$ cat src/rtl/i2c_regbank.sv
module i2c_regbank #(
  parameter logic [6:0] DEV_ADDR = 7'h26,
  parameter int FW_MAJOR = 1,
  parameter int FW_MINOR = 7,
  parameter int LEVEL_W  = 13
) (
  input  logic               clk,
  input  logic               rst_n,
  input  logic               bus_start,
  input  logic               rx_valid,
  input  logic [7:0]         rx_data,
  input  logic               rd_req,
  output logic [7:0]         rd_data,
  output logic               sel,
  input  logic               tx_ready,
  input  logic               synth_lock,
  input  logic               pa_pwr_good,
  input  logic [15:0]        underrun_cnt,
  input  logic [15:0]        overrun_cnt,
  input  logic [LEVEL_W-1:0] buf_level,
  output logic [1:0]         mode,
  output logic               pa_on,
  output logic [1:0]         rate,
  output logic               oqpsk,
  output logic               filter_en,
  output logic [1:0]         pwr_level,
  output logic [6:0]         synth_off,
  output logic               buf_clear
);
  localparam logic [7:0] FW_BCD = 8'((FW_MAJOR % 16) * 16 + (FW_MINOR % 16));
  localparam logic [2:0] S_IDLE = 3'd0, S_ADDR = 3'd1, S_PTR = 3'd2, S_WR = 3'd3, S_RD = 3'd4;

  logic [2:0] st;
  logic [7:0] ptr;
  logic       pa_bit;
  logic [1:0] mode_r;
  logic [3:0] enc_r;
  logic [1:0] pwr_r;
  logic [6:0] syn_r;
  logic       clr_r;
  logic [15:0] lvl16;

  wire wr_en    = rx_valid && !bus_start && st == S_WR;
  wire soft_rst = wr_en && ptr == 8'h05 && !rx_data[0];

  assign lvl16 = 16'(buf_level);

  always_ff @(posedge clk or negedge rst_n) begin
    if (!rst_n) begin
      st <= S_IDLE; ptr <= '0; pa_bit <= 1'b0; mode_r <= '0;
      enc_r <= '0; pwr_r <= '0; syn_r <= '0; clr_r <= 1'b0;
    end else begin
      clr_r <= 1'b0;
      if (bus_start) st <= S_ADDR;
      else if (rx_valid) begin
        case (st)
          S_ADDR: st <= (rx_data[7:1] == DEV_ADDR) ? (rx_data[0] ? S_RD : S_PTR) : S_IDLE;
          S_PTR:  begin ptr <= rx_data; st <= S_WR; end
          S_WR:   ptr <= ptr + 8'd1;
          default: ;
        endcase
      end else if (rd_req && st == S_RD) ptr <= ptr + 8'd1;
      if (wr_en) begin
        case (ptr)
          8'h00: begin pa_bit <= rx_data[7]; mode_r <= rx_data[1:0]; clr_r <= (rx_data == 8'h00); end
          8'h01: enc_r <= rx_data[3:0];
          8'h03: pwr_r <= rx_data[1:0];
          8'h04: syn_r <= rx_data[6:0];
          default: ;
        endcase
      end
      if (soft_rst) begin
        pa_bit <= 1'b0; mode_r <= '0; enc_r <= '0; pwr_r <= '0; syn_r <= '0; ptr <= '0;
      end
    end
  end

  always_comb begin
    case (ptr)
      8'h00: rd_data = {pa_bit, 5'b0, mode_r};
      8'h01: rd_data = {4'b0, enc_r};
      8'h03: rd_data = {6'b0, pwr_r};
      8'h04: rd_data = {1'b0, syn_r};
      8'h11: rd_data = FW_BCD;
      8'h12: rd_data = {6'b0, pa_pwr_good, synth_lock};
      8'h13: rd_data = {7'b0, tx_ready};
      8'h14: rd_data = underrun_cnt[15:8];
      8'h15: rd_data = underrun_cnt[7:0];
      8'h16: rd_data = overrun_cnt[15:8];
      8'h17: rd_data = overrun_cnt[7:0];
      8'h18: rd_data = lvl16[15:8];
      8'h19: rd_data = lvl16[7:0];
      default: rd_data = 8'h00;
    endcase
  end

  assign sel       = (st == S_PTR) || (st == S_WR) || (st == S_RD);
  assign mode      = mode_r;
  assign pa_on     = pa_bit && (mode_r != 2'b00);
  assign rate      = enc_r[1:0];
  assign oqpsk     = enc_r[2];
  assign filter_en = !enc_r[3];
  assign pwr_level = pwr_r;
  assign synth_off = syn_r;
  assign buf_clear = clr_r;

  AST_FOREIGN_ADDR: assert property (@(posedge clk) disable iff (!rst_n)
    (st == S_ADDR && rx_valid && !bus_start && rx_data[7:1] != DEV_ADDR) |=> !sel);
  AST_READ_ADVANCE: assert property (@(posedge clk) disable iff (!rst_n)
    (st == S_RD && rd_req && !rx_valid && !bus_start) |=> ptr == $past(ptr) + 8'd1);
  AST_PA_GATED: assert property (@(posedge clk) disable iff (!rst_n)
    $rose(pa_on) |-> (mode != 2'b00));
  AST_SOFT_RESET: assert property (@(posedge clk) disable iff (!rst_n)
    soft_rst |=> (mode == 2'b00 && rate == 2'b00 && synth_off == 7'd0 && pwr_level == 2'b00));
  AST_CLEAR_PULSE: assert property (@(posedge clk) disable iff (!rst_n)
    (wr_en && ptr == 8'h00 && rx_data == 8'h00) |=> buf_clear);
  AST_UNMAPPED_WRITE: assert property (@(posedge clk) disable iff (!rst_n)
    (wr_en && ptr > 8'h05) |=> ($stable(mode) && $stable(rate) && $stable(synth_off) && $stable(pwr_level)));
endmodule

$ cat config.mk
export PLATFORM = sky130hd
export DESIGN_NAME = i2c_regbank
export DESIGN_NICKNAME = d
export VERILOG_FILES = /design/src/rtl/i2c_regbank.sv
export SDC_FILE = /design/constraint.sdc
export NUM_CORES = 1
export LEC_CHECK = 0
export BUFFER_PORTS_ARGS = -buffer_cell sky130_fd_sc_hd__buf_2
export CORE_MARGIN = 4
export CORE_UTILIZATION = 49
export CTS_CLUSTER_DIAMETER = 50
export DETAILED_ROUTE_END_ITERATION = 6
export PLACE_DENSITY = 0.91
export SKIP_LAST_GASP = 1
export SLEW_MARGIN = 20
export SYNTH_ARGS = -nofsm -noshare
export SYNTH_HDL_FRONTEND = slang
export SYNTH_SLANG_ARGS = --single-unit
export TNS_END_PERCENT = 20
$ cat constraint.sdc
create_clock -name clk -period 2.4 [get_ports clk]
set_clock_uncertainty 0.1 [all_clocks]
set_input_delay 0.48 -clock clk [delete_from_list [all_inputs] [get_ports clk]]
set_output_delay 0.48 -clock clk [all_outputs]
set_load 0.05 [all_outputs]
==> impl_results.md <==
* Run status: complete, but fails checks
* Failing checks: setup timing
* CTS Hold Bufs at 0
* Final hold vios at 0
* Synth Area per Inst at 8.55 um^2
* Cell Pwr Density at 383 nW/um^2
* Synth Area in Compound Gates at 0.329
* Max Fclk at 0.387 GHz
* Synth-to-Final Area Change at 38.3%
* Total grt overflow at 0
* Synth Net Count at 321
* Crit path capture type: output port
* Reg2Reg Depth at 7
* Total power at 1.16 mW
* Fin Hold WS at 0.105 ns
* Met1 Use GR at 0.347
* Final ANT Viol Nets at 0
* Maximum VDD drop at 0.318 mV
* Die width at 74.8 um
* Pre-CTS setup slack at 0.0263 ns
* Sum of net half-perimeters after detailed placement at 6040 um
* FF-to-FF End: ptr[3]
* CP arrival at 2.00 ns
* Period utilization at 1.08
* Core area at 4350 um^2
* GP Congestion at 0.957
* Via/cell ratio at 6.61
* Crit path largest cell delay at 0.49 ns
* Post-Syn Instances at 256
* Initial DRC count at 239
* Synth unique cells at 57
* Total clock sinks at 28
* Gr usage total at 0.283
* Remaining DRCs at 0
* RSZ-0062 raised after global routing: yes
* GR peak layer: met2
* Largest net degree at the start of global routing at 29
* Ranking of synthesized cells by area: dfrtp_1 32%, nand3_1 5.0%, o21ai_0 4.6%
* I/O pins at 87
* Std cell rows at 24
* Crit path from: ptr[0]
* Most common cell after layout, fill and taps aside: buf_2
* Post-synth top area cell: dfrtp_1
* Layout cell share with drive strength beyond 1 at 0.409
* Slew HR at 0.581
* Max FO, Critical Path at 9
* Synth Register Bits at 28
* Static Leakage at 1.39 nW
* Most frequent cells in the layout: 79 x buf_2, 35 x buf_4, 25 x dfrtp_1, 22 x nand3_1, 18 x o21ai_0
* Slowest-stage cell, CP: dfrtp_2
* TritonCTS Buffers at 3
* Worst R2R Setup Slack at 0.19 ns
* Post-synth EDFFs at 0
* Routed vias at 2,717
* Vias in the first global route at 2,554
* Multiplexer area fraction after synthesis at 0.0229
* Crit path capture: rd_data[5]
* Ys Warns at 0
* Worst skew pair latency at 0.28 ns
* Fin crit period at 2.58 ns
* Cell Area, Placed at 2830 um^2
* NumNets Final at 425
* Largest family of logic cells by synthesized area: compound AO/OA/AOI/OAI gates
* Drt wl/cell at 19.9 um
* ANT cells at 0
* XOR/XNOR Fraction of Synth Area at 0
* Synth Area in Simple Gates at 0.229
* Endpoints failing setup at 8
* Worst-Margin Slew at 0.613 ns
* Starting Density at 0.503
* GRT met2 Usage at 0.469
* Post-Syn Area at 2190 um^2
* Max Slew Vio Count at 0
* Post-route cell area at 3030 um^2
* CTS tree: done
* Synth Area in Adders at 0.0229
* Met3 Usage GRT at 0.0494
* Asr flop ratio synth at 1.00
* Global-route wire length before repair at 12,100 um
* Hold WC Path Type: primary input to async pin
* Reg2Reg Launch Point: ptr[1]
* Root Buffer: clkbuf_8
* Yosys top cell area share at 0.320
* DRT Pass-1 Iters at 4
* Crit path required time at 1.82 ns
* CP Launch Type: register
* Max cap viols at 0
* DRT Wirelength at 8170 um
* Initial antenna violation count at 0
* Worst path cell trace: ha_4 > buf_12 > a222oi_1 > nor2_1 > a221o_1 > buf_6
* Port Buffers at 86
* Die Y at 74.8 um
* Clock buffer depth at 2
* Die area at 5600 um^2
* Register area share after synthesis at 0.320
* Top_reg_cell synth: dfrtp_1
* Clock-pin slew on the worst setup and hold paths at 0.10 ns
* Crit path kind: register to output port
* Final Worst Setup Slack at -0.182 ns
* Depth of the CTS H-tree at 1
-- power breakdown --
group	internal, mW	switching (mW)	leakage, nW	total (mW)
logic	0.131	0.149	1.00	0.280
clock network	0.224	0.155	0.0357	0.379
registers	0.482	0.0185	0.353	0.501
total	0.837	0.323	1.39	1.16
-- what timing repair did --
action                     4_1_cts  5_1_grt
pin swaps                        1        2
setup buffers                    3        0
gates resized for setup         23        6
setup endpoints to repair        8        8
-- worst max-delay path: cells and delay by family, from the launching register on --
kind / cells / cell delay [ns]
flip-flops: 1 / 0.49
AND/OR/NAND/NOR: 1 / 0.10
buffers and inverters: 2 / 0.30
AO/OA/AOI/OAI: 2 / 0.61
adder cells (fa/ha/maj): 1 / 0.22
-- cells in the mapped netlist (all sizes together) (3+ instances only) --
master,instances
a22o,6
a22oi,10
nor2,6
inv,15
a222oi,3
or3,4
nand2b,3
nor4,3
o211ai,3
a32oi,6
a311oi,6
nor3,4
nor3b,3
nor2b,3
o31ai,3
o21ai,20
o31a,3
nand3b,3
nand3,22
ha,4
mux2i,5
o22ai,8
a211oi,3
nand4,7
nand2,13
a21oi,15
clkbuf,8
buf,13
and4,3
dfrtp,28
-- flip-flops by register name (all words and copies together) (netlist names) --
signal	flops
pa_bit	1
ptr	8
st	3
enc_r	4
synth_off	7
mode	2
pwr_level	2
buf_clear	1
-- worst min-delay path by stage --
stage	depth (start not counted)	slack [ns]	endpoint
floorplan	0	0.08	buf_clear
global placement	1	0.43	ptr[0]
detailed placement	1	0.44	st[0]
CTS	1	0.13	buf_clear
global route	1	0.16	buf_clear
finish	1	0.10	buf_clear
-- metrics by stage --
step / std cells / utilization / setup TNS [ns]
after global routing: 411 / 0.695 / -1.80
after CTS: 411 / 0.690 / -1.17
after floorplan: 256 / - / -0.285
after detailed placement: 404 / 0.649 / 0
final: 411 / 0.695 / -1.26
after global placement: 404 / 0.649 / 0
-- cells by family after synthesis --
group / after synthesis
fa+ha+maj: 4
mux: 5
flops: 28
buf+inv: 36
compound gates: 100
simple gates: 83
-- final cells by class --
type	count	area (um^2)
Clock buffer	3	41.3
Multi-Input combinational cell	192	1390
Fill cell	341	1330
Timing Repair Buffer	120	734
Tap cell	52	65.1
Sequential cell	28	704
Clock inverter	1	30.0
Inverter	15	58.8
-- metal layers --
metal,share of wire,vias to the layer above
met5,0,-
met4,0.038,0
met3,0.10,28
met2,0.48,188
met1,0.38,1278
li1,-,1223
(Power assumes the default switching activity.)
